### src/rtl/itlb_pkg.sv
`timescale 1ns/1ps
// Shared constants and types for the range TLB invalidation engine.
// Assumes 32-bit addresses and exactly two entry sets.
package itlb_pkg;
    localparam int AW    = 32;
    localparam int NSETS = 2;
    localparam int RAW   = 12;

    typedef enum logic [1:0] {
        PG_4K  = 2'd0,
        PG_64K = 2'd1,
        PG_1M  = 2'd2,
        PG_16M = 2'd3
    } pg_size_e;

    localparam logic [RAW-1:0] OFS_CMD    = 12'h020;
    localparam logic [RAW-1:0] OFS_WSTART = 12'h024;
    localparam logic [RAW-1:0] OFS_WEND   = 12'h028;
    localparam logic [RAW-1:0] OFS_SEL    = 12'h038;
    localparam logic [RAW-1:0] OFS_DONE   = 12'h12C;

    localparam logic [AW-1:0] CMD_RANGE = 32'h1;
    localparam logic [AW-1:0] CMD_ALL   = 32'h2;

    // In-page offset mask for a page size code.
    function automatic logic [AW-1:0] span_mask(pg_size_e s);
        case (s)
            PG_4K:   span_mask = 32'h0000_0FFF;
            PG_64K:  span_mask = 32'h0000_FFFF;
            PG_1M:   span_mask = 32'h000F_FFFF;
            default: span_mask = 32'h00FF_FFFF;
        endcase
    endfunction
endpackage

### src/rtl/itlb_regs.sv
`timescale 1ns/1ps
// Register port: decodes writes, holds the window/select/completion state,
// and issues one-cycle command strobes. Assumes busy comes from the sweep.
module itlb_regs
    import itlb_pkg::*;
(
    input  logic             clk,
    input  logic             rst_n,
    input  logic             reg_wr,
    input  logic [RAW-1:0]   reg_addr,
    input  logic [AW-1:0]    reg_wdata,
    output logic [AW-1:0]    reg_rdata,
    input  logic             busy,
    input  logic             sweep_fin,
    output logic             full_go,
    output logic             range_go,
    output logic [AW-1:0]    win_lo,
    output logic [AW-1:0]    win_hi,
    output logic [NSETS-1:0] sel
);
    logic cmd_wr;
    logic done_q;
    logic full_pend;
    logic done_clr;

    // Command strobes: only taken while the engine is idle.
    always_comb begin
        cmd_wr   = reg_wr && (reg_addr == OFS_CMD) && !busy;
        full_go  = cmd_wr && (reg_wdata == CMD_ALL);
        range_go = cmd_wr && (reg_wdata == CMD_RANGE);
        done_clr = reg_wr && (reg_addr == OFS_DONE) && (reg_wdata == '0);
    end

    // Window and select registers.
    always_ff @(posedge clk) begin
        if (!rst_n) begin
            win_lo <= '0;
            win_hi <= '0;
            sel    <= '0;
        end else if (reg_wr) begin
            if (reg_addr == OFS_WSTART) win_lo <= reg_wdata;
            if (reg_addr == OFS_WEND)   win_hi <= reg_wdata;
            if (reg_addr == OFS_SEL)    sel    <= reg_wdata[NSETS-1:0];
        end
    end

    // Completion flag: set by a finished command, cleared by a zero write.
    always_ff @(posedge clk) begin
        if (!rst_n) begin
            full_pend <= 1'b0;
            done_q    <= 1'b0;
        end else begin
            full_pend <= full_go;
            if (sweep_fin || full_pend) done_q <= 1'b1;
            else if (done_clr)          done_q <= 1'b0;
        end
    end

    // Read mux, combinational on the offset.
    always_comb begin
        reg_rdata = '0;
        case (reg_addr)
            OFS_CMD:    reg_rdata = {busy, {(AW-1){1'b0}}};
            OFS_WSTART: reg_rdata = win_lo;
            OFS_WEND:   reg_rdata = win_hi;
            OFS_SEL:    reg_rdata = {{(AW-NSETS){1'b0}}, sel};
            OFS_DONE:   reg_rdata = {{(AW-1){1'b0}}, done_q};
            default:    reg_rdata = '0;
        endcase
    end

    // full command reports completion one cycle after its write edge.
    assert_full_done_R3: assert property (@(posedge clk) disable iff (!rst_n)
        full_go |=> ##1 done_q);

    // a zero write with no finishing command clears completion.
    assert_done_clear_R6: assert property (@(posedge clk) disable iff (!rst_n)
        (done_clr && !sweep_fin && !full_pend) |=> !done_q);
endmodule

### src/rtl/itlb_sweep.sv
`timescale 1ns/1ps
// Range sweep sequencer: snapshots window and select on start, then steps
// an entry index once per cycle. Assumes ENTRIES >= 2.
module itlb_sweep
    import itlb_pkg::*;
#(
    parameter  int ENTRIES = 8,
    localparam int IW      = $clog2(ENTRIES)
) (
    input  logic             clk,
    input  logic             rst_n,
    input  logic             start,
    input  logic [AW-1:0]    start_lo,
    input  logic [AW-1:0]    start_hi,
    input  logic [NSETS-1:0] start_sel,
    output logic             busy,
    output logic [IW-1:0]    idx,
    output logic [AW-1:0]    win_lo,
    output logic [AW-1:0]    win_hi,
    output logic [NSETS-1:0] win_sel,
    output logic             fin
);
    localparam logic [IW-1:0] LAST = IW'(ENTRIES - 1);

    // Final visit happens in the cycle the index sits on the last entry.
    assign fin = busy && (idx == LAST);

    // Sweep state: busy flag, index and window snapshot.
    always_ff @(posedge clk) begin
        if (!rst_n) begin
            busy    <= 1'b0;
            idx     <= '0;
            win_lo  <= '0;
            win_hi  <= '0;
            win_sel <= '0;
        end else if (start) begin
            busy    <= 1'b1;
            idx     <= '0;
            win_lo  <= start_lo;
            win_hi  <= start_hi;
            win_sel <= start_sel;
        end else if (busy) begin
            if (idx == LAST) begin
                busy <= 1'b0;
                idx  <= '0;
            end else begin
                idx  <= idx + 1'b1;
            end
        end
    end

    // each busy cycle before the last advances the index by one.
    assert_sweep_step_R4: assert property (@(posedge clk) disable iff (!rst_n)
        (busy && idx != LAST && !start) |=> (busy && idx == $past(idx) + 1'b1));

    // the sweep ends only after the last entry was visited.
    assert_sweep_end_R4: assert property (@(posedge clk) disable iff (!rst_n)
        $fell(busy) |-> ($past(idx) == LAST));

    // no command reaches the sequencer while it is busy.
    assert_start_idle_R7: assert property (@(posedge clk) disable iff (!rst_n)
        start |-> !busy);
endmodule

### src/rtl/itlb_set.sv
`timescale 1ns/1ps
// One set of translation entries: refill, full flush, sweep-driven range
// kill and a combinational lowest-index-wins lookup. An invalidation in the
// same cycle as a refill of the same entry wins.
module itlb_set
    import itlb_pkg::*;
#(
    parameter  int ENTRIES = 8,
    localparam int IW      = $clog2(ENTRIES)
) (
    input  logic          clk,
    input  logic          rst_n,
    input  logic          fill_en,
    input  logic [IW-1:0] fill_idx,
    input  logic [AW-1:0] fill_va,
    input  logic [AW-1:0] fill_pa,
    input  logic [1:0]    fill_size,
    input  logic          flush_all,
    input  logic          sw_busy,
    input  logic [IW-1:0] sw_idx,
    input  logic [AW-1:0] sw_lo,
    input  logic [AW-1:0] sw_hi,
    input  logic [AW-1:0] lk_va,
    output logic          lk_hit,
    output logic [AW-1:0] lk_pa
);
    logic [ENTRIES-1:0] vld_q;
    logic [AW-1:0]      va_q  [ENTRIES];
    logic [AW-1:0]      pa_q  [ENTRIES];
    pg_size_e           sz_q  [ENTRIES];
    logic [AW-1:0]      msk   [ENTRIES];
    logic [ENTRIES-1:0] kill;
    logic [ENTRIES-1:0] match;
    logic [IW-1:0]      hit_idx;
    logic [AW-1:0]      fmsk;

    assign fmsk = span_mask(pg_size_e'(fill_size));

    for (genvar g = 0; g < ENTRIES; g++) begin : g_ent
        logic ovl;
        logic hidden;
        // Span of the entry, overlap with the window, and lookup match.
        assign msk[g]   = span_mask(sz_q[g]);
        assign ovl      = (va_q[g] <= sw_hi) && ((va_q[g] | msk[g]) >= sw_lo);
        assign kill[g]  = sw_busy && (sw_idx == IW'(g)) && ovl;
        assign hidden   = sw_busy && (IW'(g) >= sw_idx);
        assign match[g] = vld_q[g] && !hidden && ((lk_va & ~msk[g]) == va_q[g]);
    end

    // Valid bits: invalidation beats refill.
    always_ff @(posedge clk) begin
        if (!rst_n) begin
            vld_q <= '0;
        end else begin
            for (int i = 0; i < ENTRIES; i++) begin
                if (flush_all || kill[i])
                    vld_q[i] <= 1'b0;
                else if (fill_en && fill_idx == IW'(i))
                    vld_q[i] <= 1'b1;
            end
        end
    end

    // Entry payload, stored already aligned to the page size.
    always_ff @(posedge clk) begin
        if (!rst_n) begin
            for (int i = 0; i < ENTRIES; i++) begin
                va_q[i] <= '0;
                pa_q[i] <= '0;
                sz_q[i] <= PG_4K;
            end
        end else if (fill_en) begin
            for (int i = 0; i < ENTRIES; i++) begin
                if (fill_idx == IW'(i)) begin
                    va_q[i] <= fill_va & ~fmsk;
                    pa_q[i] <= fill_pa & ~fmsk;
                    sz_q[i] <= pg_size_e'(fill_size);
                end
            end
        end
    end

    // Lookup: lowest matching index wins.
    always_comb begin
        lk_hit  = 1'b0;
        hit_idx = '0;
        for (int i = ENTRIES - 1; i >= 0; i--) begin
            if (match[i]) begin
                lk_hit  = 1'b1;
                hit_idx = IW'(i);
            end
        end
        lk_pa = lk_hit ? (pa_q[hit_idx] | (lk_va & msk[hit_idx])) : '0;
    end

    // a full flush leaves the set empty.
    assert_flush_empty_R3: assert property (@(posedge clk) disable iff (!rst_n)
        flush_all |=> (vld_q == '0));

    // a hit always comes from a valid entry.
    assert_hit_valid_R2: assert property (@(posedge clk) disable iff (!rst_n)
        lk_hit |-> vld_q[hit_idx]);

    // during a sweep a hit only comes from an entry already checked.
    assert_no_stale_R8: assert property (@(posedge clk) disable iff (!rst_n)
        (sw_busy && lk_hit) |-> (hit_idx < sw_idx));
endmodule

### src/rtl/itlb_inval_top.sv
`timescale 1ns/1ps
// Top: register port, range sweep sequencer and two entry sets. Commands
// reach only the sets enabled in the select register.
module itlb_inval_top
    import itlb_pkg::*;
#(
    parameter  int ENTRIES = 8,
    localparam int IW      = $clog2(ENTRIES),
    localparam int SW      = $clog2(NSETS)
) (
    input  logic           clk,
    input  logic           rst_n,
    input  logic           reg_wr,
    input  logic [RAW-1:0] reg_addr,
    input  logic [AW-1:0]  reg_wdata,
    output logic [AW-1:0]  reg_rdata,
    input  logic           fill_en,
    input  logic [SW-1:0]  fill_set,
    input  logic [IW-1:0]  fill_idx,
    input  logic [AW-1:0]  fill_va,
    input  logic [AW-1:0]  fill_pa,
    input  logic [1:0]     fill_size,
    input  logic [SW-1:0]  lk_set,
    input  logic [AW-1:0]  lk_va,
    output logic           lk_hit,
    output logic [AW-1:0]  lk_pa
);
    logic             busy;
    logic             fin;
    logic             full_go;
    logic             range_go;
    logic [AW-1:0]    reg_lo;
    logic [AW-1:0]    reg_hi;
    logic [NSETS-1:0] reg_sel;
    logic [IW-1:0]    sw_idx;
    logic [AW-1:0]    sw_lo;
    logic [AW-1:0]    sw_hi;
    logic [NSETS-1:0] sw_sel;
    logic [NSETS-1:0] hit_v;
    logic [AW-1:0]    pa_v [NSETS];

    itlb_regs u_regs (
        .clk       (clk),
        .rst_n     (rst_n),
        .reg_wr    (reg_wr),
        .reg_addr  (reg_addr),
        .reg_wdata (reg_wdata),
        .reg_rdata (reg_rdata),
        .busy      (busy),
        .sweep_fin (fin),
        .full_go   (full_go),
        .range_go  (range_go),
        .win_lo    (reg_lo),
        .win_hi    (reg_hi),
        .sel       (reg_sel)
    );

    itlb_sweep #(.ENTRIES(ENTRIES)) u_sweep (
        .clk       (clk),
        .rst_n     (rst_n),
        .start     (range_go),
        .start_lo  (reg_lo),
        .start_hi  (reg_hi),
        .start_sel (reg_sel),
        .busy      (busy),
        .idx       (sw_idx),
        .win_lo    (sw_lo),
        .win_hi    (sw_hi),
        .win_sel   (sw_sel),
        .fin       (fin)
    );

    for (genvar s = 0; s < NSETS; s++) begin : g_set
        itlb_set #(.ENTRIES(ENTRIES)) u_set (
            .clk       (clk),
            .rst_n     (rst_n),
            .fill_en   (fill_en && (fill_set == SW'(s))),
            .fill_idx  (fill_idx),
            .fill_va   (fill_va),
            .fill_pa   (fill_pa),
            .fill_size (fill_size),
            .flush_all (full_go && reg_sel[s]),
            .sw_busy   (busy && sw_sel[s]),
            .sw_idx    (sw_idx),
            .sw_lo     (sw_lo),
            .sw_hi     (sw_hi),
            .lk_va     (lk_va),
            .lk_hit    (hit_v[s]),
            .lk_pa     (pa_v[s])
        );
    end

    // Lookup result of the requested set.
    assign lk_hit = hit_v[lk_set];
    assign lk_pa  = pa_v[lk_set];
endmodule

### config.mk
export PLATFORM = sky130hd
export DESIGN_NAME = itlb_inval_top
export DESIGN_NICKNAME = d
export VERILOG_FILES = /design/src/rtl/itlb_pkg.sv /design/src/rtl/itlb_regs.sv /design/src/rtl/itlb_sweep.sv /design/src/rtl/itlb_set.sv /design/src/rtl/itlb_inval_top.sv
export SDC_FILE = /design/constraint.sdc
export NUM_CORES = 2
export LEC_CHECK = 0
export BUFFER_PORTS_ARGS = -buffer_cell sky130_fd_sc_hd__buf_2
export CORE_MARGIN = 4
export CORE_UTILIZATION = 30
export DETAILED_ROUTE_END_ITERATION = 8
export PLACE_DENSITY = 0.48
export SYNTH_ARGS = -nofsm -noshare
export SYNTH_HDL_FRONTEND = slang
export SYNTH_HIERARCHICAL = 1
export SYNTH_SLANG_ARGS = --single-unit
### constraint.sdc
create_clock -name clk -period 5.7 [get_ports clk]
set_input_delay 0.855 -clock clk [delete_from_list [all_inputs] [get_ports clk]]
set_output_delay 0.855 -clock clk [all_outputs]
set_load 0.02 [all_outputs]
# Word-level counts from Yosys, hierarchy flattened
# Memories as Yosys holds them, arrays and structs flattened.
# Cells that the tools add are included.
# Widths: inputs -> output; s select.
# totals
ff_bits	154
mem_bits_rw	1056
inputBits	151
out_inout_bits	65
elab_cells	630
memories	6
# mem_list
memory	depth	word_bits	read_ports	rd_clocked_by_memory_dff	wr	line_no	text
g_set[0].u_set.pa_q	8	32	1	0	8	itlb_set.sv:29	logic [AW-1:0] pa_q [ENTRIES];
g_set[0].u_set.va_q	8	32	8	0	8	itlb_set.sv:28	logic [AW-1:0] va_q [ENTRIES];
g_set[1].u_set.pa_q	8	32	1	0	8	itlb_set.sv:29	
g_set[1].u_set.va_q	8	32	8	0	8	itlb_set.sv:28	
g_set[0].u_set.sz_q	8	2	8	0	8	itlb_set.sv:30	pg_size_e sz_q [ENTRIES];
g_set[1].u_set.sz_q	8	2	8	0	8	itlb_set.sv:30	
# op_classes
addsub	1
magnitude_cmp	44
n_eq_ne	71
n_mux	174
bitwise_logic	108
reduce_logical	200
# ops
cell	count
$mux 32	41
$pmux 24 s3	17
$and 32x32->32	20
$eq 32x32->1	16
$ge 32x32->1	16
$le 32x32->1	16
$not 24->32	16
$or 32x24->32	16
$bmux 32 s3	2
$pmux 32 s5	1
$logic_and 1x1->1	125
$mux 1	80
$or 32x32->32	2
$mux 3	17
$eq 12x6->1 const B	4
$or 1x1->1	48
$eq 2x1->1 const B	17
$eq 2x2->1 const B	17
$logic_not 2->1	17
$reduce_or 2->1	17
$eq 32x1->1 const B	1
$eq 32x2->1 const B	1
$logic_not 32->1	1
$mux 2	16
other kinds (20)	74

# Longest topological paths before layout
# An unclocked memory read counts as a cell.
# logic_depth
ltp_word	25
mapped_depth	16
depth_no_buf	14

# Cells and area by module
# The synthesis kept the hierarchy.
# by_module_without_submodules
module	n_inst	cells_per_inst	area_per_inst_um2	seq_area_each_um2
itlb_set (g_set[1].u_set)	1	2558	25655.9	10249.8
itlb_set (g_set[0].u_set)	1	2457	24506.0	10249.8
itlb_regs	1	377	3223.1	1361.3
itlb_sweep	1	231	2713.9	1401.3
itlb_inval_top	1	43	593.1	0.0

# Worst setup path after synthesis
# No wires, ideal clock.
# synth_timing
path_kind	input -> output
start	input port lk_va[24]
end	output port lk_pa[15]
arrival_ps	3980
required_ps	4845
setup_slack_ps	865
stages	14
n_path_buf	2
path_cell_list	buf_2 xor2_1 or4b_1 a2111oi_0 and4b_2 o21ai_2 a221oi_4 o21a_1 buf_6 mux2_1 o22ai_1 nor2_1 a32o_1 mux2_4
# synth_rtl
item	line_no	text
start, declared	itlb_inval_top.sv:24	input logic [AW-1:0] lk_va,
end, declared	itlb_inval_top.sv:26	output logic [AW-1:0] lk_pa

==> summary.md <==
| Metric | Value |
|---|---|
| Final design utilization | 0.360 |
| VDD IR max | 0.000219 V |
| GP Congestion | 0.994 |
| Post-DP Area | approximately 0.063 sq mm |
| Global-route usage over all layers | 0.236 |
| DP Wirelength | between 150,000 and 200,000 um |
| Synth Register Bits | 826 |
| Internal Power | 0.0117 W |
| Initial detailed-routing violation count | around 4,400 |
| WS Path Type | reg -> out |
| CTS root buf | clkbuf_16 |
| Clock Power Share | 0.417 |
| Failing checks | setup timing |
| Row cnt | 159 |
| Cells after DPL | 8,483 |
| Sink Count | 826 |
| Cell area after layout | between 0.06 and 0.07 sq mm |
| Worst-Margin Slew | 1.23 ns |
| Sequential area share after synthesis | 0.410 |
| Post-Route WL | between 200,000 and 250,000 um |
| DIE AREA | between 0.15 and 0.2 sq mm |
| Core Area | approximately 0.19 sq mm |
| CTS tree | yes |
| I/O pin cnt | ~220 |
| CTS Buf Count | about 100 |
| Comb power frac | 0.139 |
| RSZ-0062 raised after global routing | yes |
| Synth Warn # | 6 |
| Clk_lat worst skew | slightly below 0.8 ns |
| Count of final max-slew check failures | 0 |
| Lkg Pwr | about 25 nW |
| Die Width | 443 um |
| Synth Flop Type | edfxtp_1 |
| Die H | 443 um |
| Initial antenna violation count | 30 |
| Worst-path fanout max | 4 |
| Synthesized netlist net count | about 6,500 |
| Status | complete, but fails checks |
| PortBufs | between 150 and 200 |
| Total of max-cap violations | 0 |
| Number of buffers on the longest clock path | 3 |
| Synthesized area per cell | 10.0 sq um |
| Most common cell in the synthesized netlist | edfxtp_1 |
| PwrDens | approximately 240 mW/mm^2 |
| Hold_buf cts | 0 |
| Syn Inst Count | 5,666 |
| Crit-path cells | or4_4 -> a211oi_2 -> o22ai_2 -> nor4_4 -> buf_4 -> o2111ai_1 -> a21oi_1 -> o21ai_2 -> a21oi_4 -> buf_12 -> mux2i_2 -> o21bai_4 -> a221o_1 -> mux2_4 -> buf_2 |
| Final std cells w/o fill | 8,760 |
| EDFF count, synth | between 600 and 700 |
| Syn Std Cell Area | ~0.057 sq mm |
| Synth cell types | around 120 |
| Final WS setup | -0.0593 ns |
| Critical Path Max Stage Delay | between 0.5 and 0.6 ns |
| Arrival time at the worst endpoint | approximately 5 ns |
| Max Freq | 174 MHz |
| Vias in the first global route | between 40,000 and 50,000 |
| Layout cells sized above 1 | 0.179 |
| Clock skew | ~0.058 ns |
| Commonest cells post-synth | edfxtp_1 (672), nor2_1 (659), ha_1 (642) |
| Htree depth | 3 |
| Final setup fails | 10 |
| Drt first pass iters | 5 |
| NumNets Final | slightly below 7,000 |
| FFs w/ async S/R, synth | 0 |
| Clock transition at path regs | about 0.060 ns |
| Sw frac | 0.276 |
| Slew HR | 0.178 |
| Final period util | 1.01 |
| Antenna-violating nets left | 0 |
| Hold Violations, Final | 0 |
| WL per Instance | roughly 27 um |
| Crit. End Element | output port |
| Area leader, netlist | edfxtp_1 |
| Share of the synthesized area in the top cell type | 0.356 |
| Psw | about 0.0045 W |
| Slowest cell on crit path | or4_4 |
| Area growth from synthesis to layout | 19.3% |
| First-pass GRT wire length | ~340,000 um |
| CP startpoint kind | register |
| Hold crit path type | in -> reg |
| Via Count | approximately 48,000 |
| Drt via density | between 5 and 6 |
| Number of remaining DRC errors | 0 |
| Area contributors post-synth | edfxtp_1 (36%), ha_1 (14%), dfxtp_1 (5.4%), nor2_1 (4.4%), mux2i_1 (3.7%) |
| Largest net degree at the start of global routing | between 150 and 200 |
| Worst EP required | roughly 4.9 ns |
| Flop pwr share | 0.444 |
| # fillers | about 19,000 |
| Pre-CTS setup slack | -0.303 ns |
| GRT overflow | 0 |
| Period minus WS final | 5.76 ns |
| Initial core utilization | 0.302 |
## timing repair
item	4_1_cts	5_1_grt
buffers inserted	52	18
resized for setup	118	53
pin swaps	37	20
gates cloned	2	3
setup endpoints to repair	32	22
## registers in the layout (all words and copies together), names as in the netlist
| signal | count |
|---|---|
| g_set.u_set/sz_q | 32 |
| u_regs/win_hi | 32 |
| u_sweep/busy | 1 |
| u_sweep/win_hi | 32 |
| u_regs/win_lo | 32 |
| u_sweep/idx | 3 |
| g_set.u_set/va_q | 320 |
| u_regs/sel | 2 |
| u_sweep/win_sel | 2 |
| u_sweep/win_lo | 32 |
| u_regs/full_pend | 1 |
| g_set.u_set/vld_q | 16 |
| u_regs/done_q | 1 |
| g_set.u_set/pa_q | 320 |
## power groups by stage
stage | clock network (W) | registers, W | logic, W
floorplan | 0 | 0.00715 | 0.00131
global placement | 0 | 0.00734 | 0.00209
detailed placement | 0 | 0.00735 | 0.00212
CTS | 0.00692 | 0.00720 | 0.00220
global route | 0.00715 | 0.00722 | 0.00246
finish | 0.00676 | 0.00720 | 0.00225
## routing by layer
metal / GRT usage / part of all wire / vias to the layer above
li1: - / - / 22000
met1: 0.295 / 0.42 / 23900
met2: 0.399 / 0.47 / 1641
met3: 0.0289 / 0.052 / 518
met4: 0.121 / 0.058 / 0
met5: 0 / 0 / -
## final timing paths
path	start	to	slack, ns	depth (start not counted)
setup reg to reg	g_set[1].u_set/sz_q[0][7]$_SDFFCE_PN0P_	g_set[1].u_set/vld_q[3]$_SDFFE_PP0P_	2.12	15
setup / recovery	g_set[0].u_set/va_q[1][116]$_DFFE_PP_	lk_pa[19]	-0.06	15
hold reg to reg	u_regs/win_lo[27]$_SDFFE_PN0P_	u_regs/win_lo[27]$_SDFFE_PN0P_	0.48	2
hold / removal	reg_wdata[26]	u_regs/win_lo[26]$_SDFFE_PN0P_	0.38	3
## area by class of cell
type	count	area [sq um]	area share
multi-input combinational	4322	31800	0.470
sequential	826	23300	0.344
timing repair buffer	640	4960	0.0733
tap	2495	3120	0.0461
clock buffer	125	2720	0.0402
inverter	274	1030	0.0152
clock inverter	60	744	0.0110
antenna	18	45.0	0.000666
## cell families after synthesis
| group | share of synthesized area |
|---|---|
| xor+xnor | 0.0230 |
| flops | 0.410 |
| buf+inv | 0.0415 |
| compound gates | 0.136 |
| mux | 0.0545 |
| fa+ha+maj | 0.142 |
| simple gates | 0.193 |
## worst max-delay path: cells and delay by family, from the launching register on
family	cells	cell delay, ns
buffers and inverters	3	0.50
AND/OR/NAND/NOR	2	0.92
flip-flops	1	0.44
multiplexers	2	0.58
AO/OA/AOI/OAI	8	1.70
## placed cells by master (no fill, tap or decap), drive strengths merged, types with 18 or more instances in the layout
cell type and count:
mux2 76, edfxtp 672, a221oi 26, and2 49, a21boi 50, xor2 68
a21o 131, clkinv 44, dfxtp 154, nor4 55, inv 275, nand2 416
a21oi 222, nand3 85, o22ai 51, o21ai 213, ha 642, o221ai 19
o21a 51, mux2i 212, a22o 40, or2 71, o2111ai 31, diode 18
nand4 154, and4 36, nor3 46, buf 635, xnor2 81, a2111oi 32
o31ai 20, clkbuf 130, or3 61, a211oi 36, and3 22, nor2 660
a31oi 21, nor2b 200, nand2b 200
## metrics by stage
stage / hold WS, ns / TNS [ns] / total power (W)
after global placement: 0.463 / -4.14 / 0.00943
after detailed placement: 0.470 / -3.84 / 0.00947
after CTS: 0.296 / -1.01 / 0.0163
after floorplan: 0.447 / 0 / 0.00847
after global routing: 0.359 / -2.27 / 0.0168
final: 0.383 / -0.275 / 0.0162
(Power assumes the default switching activity.)
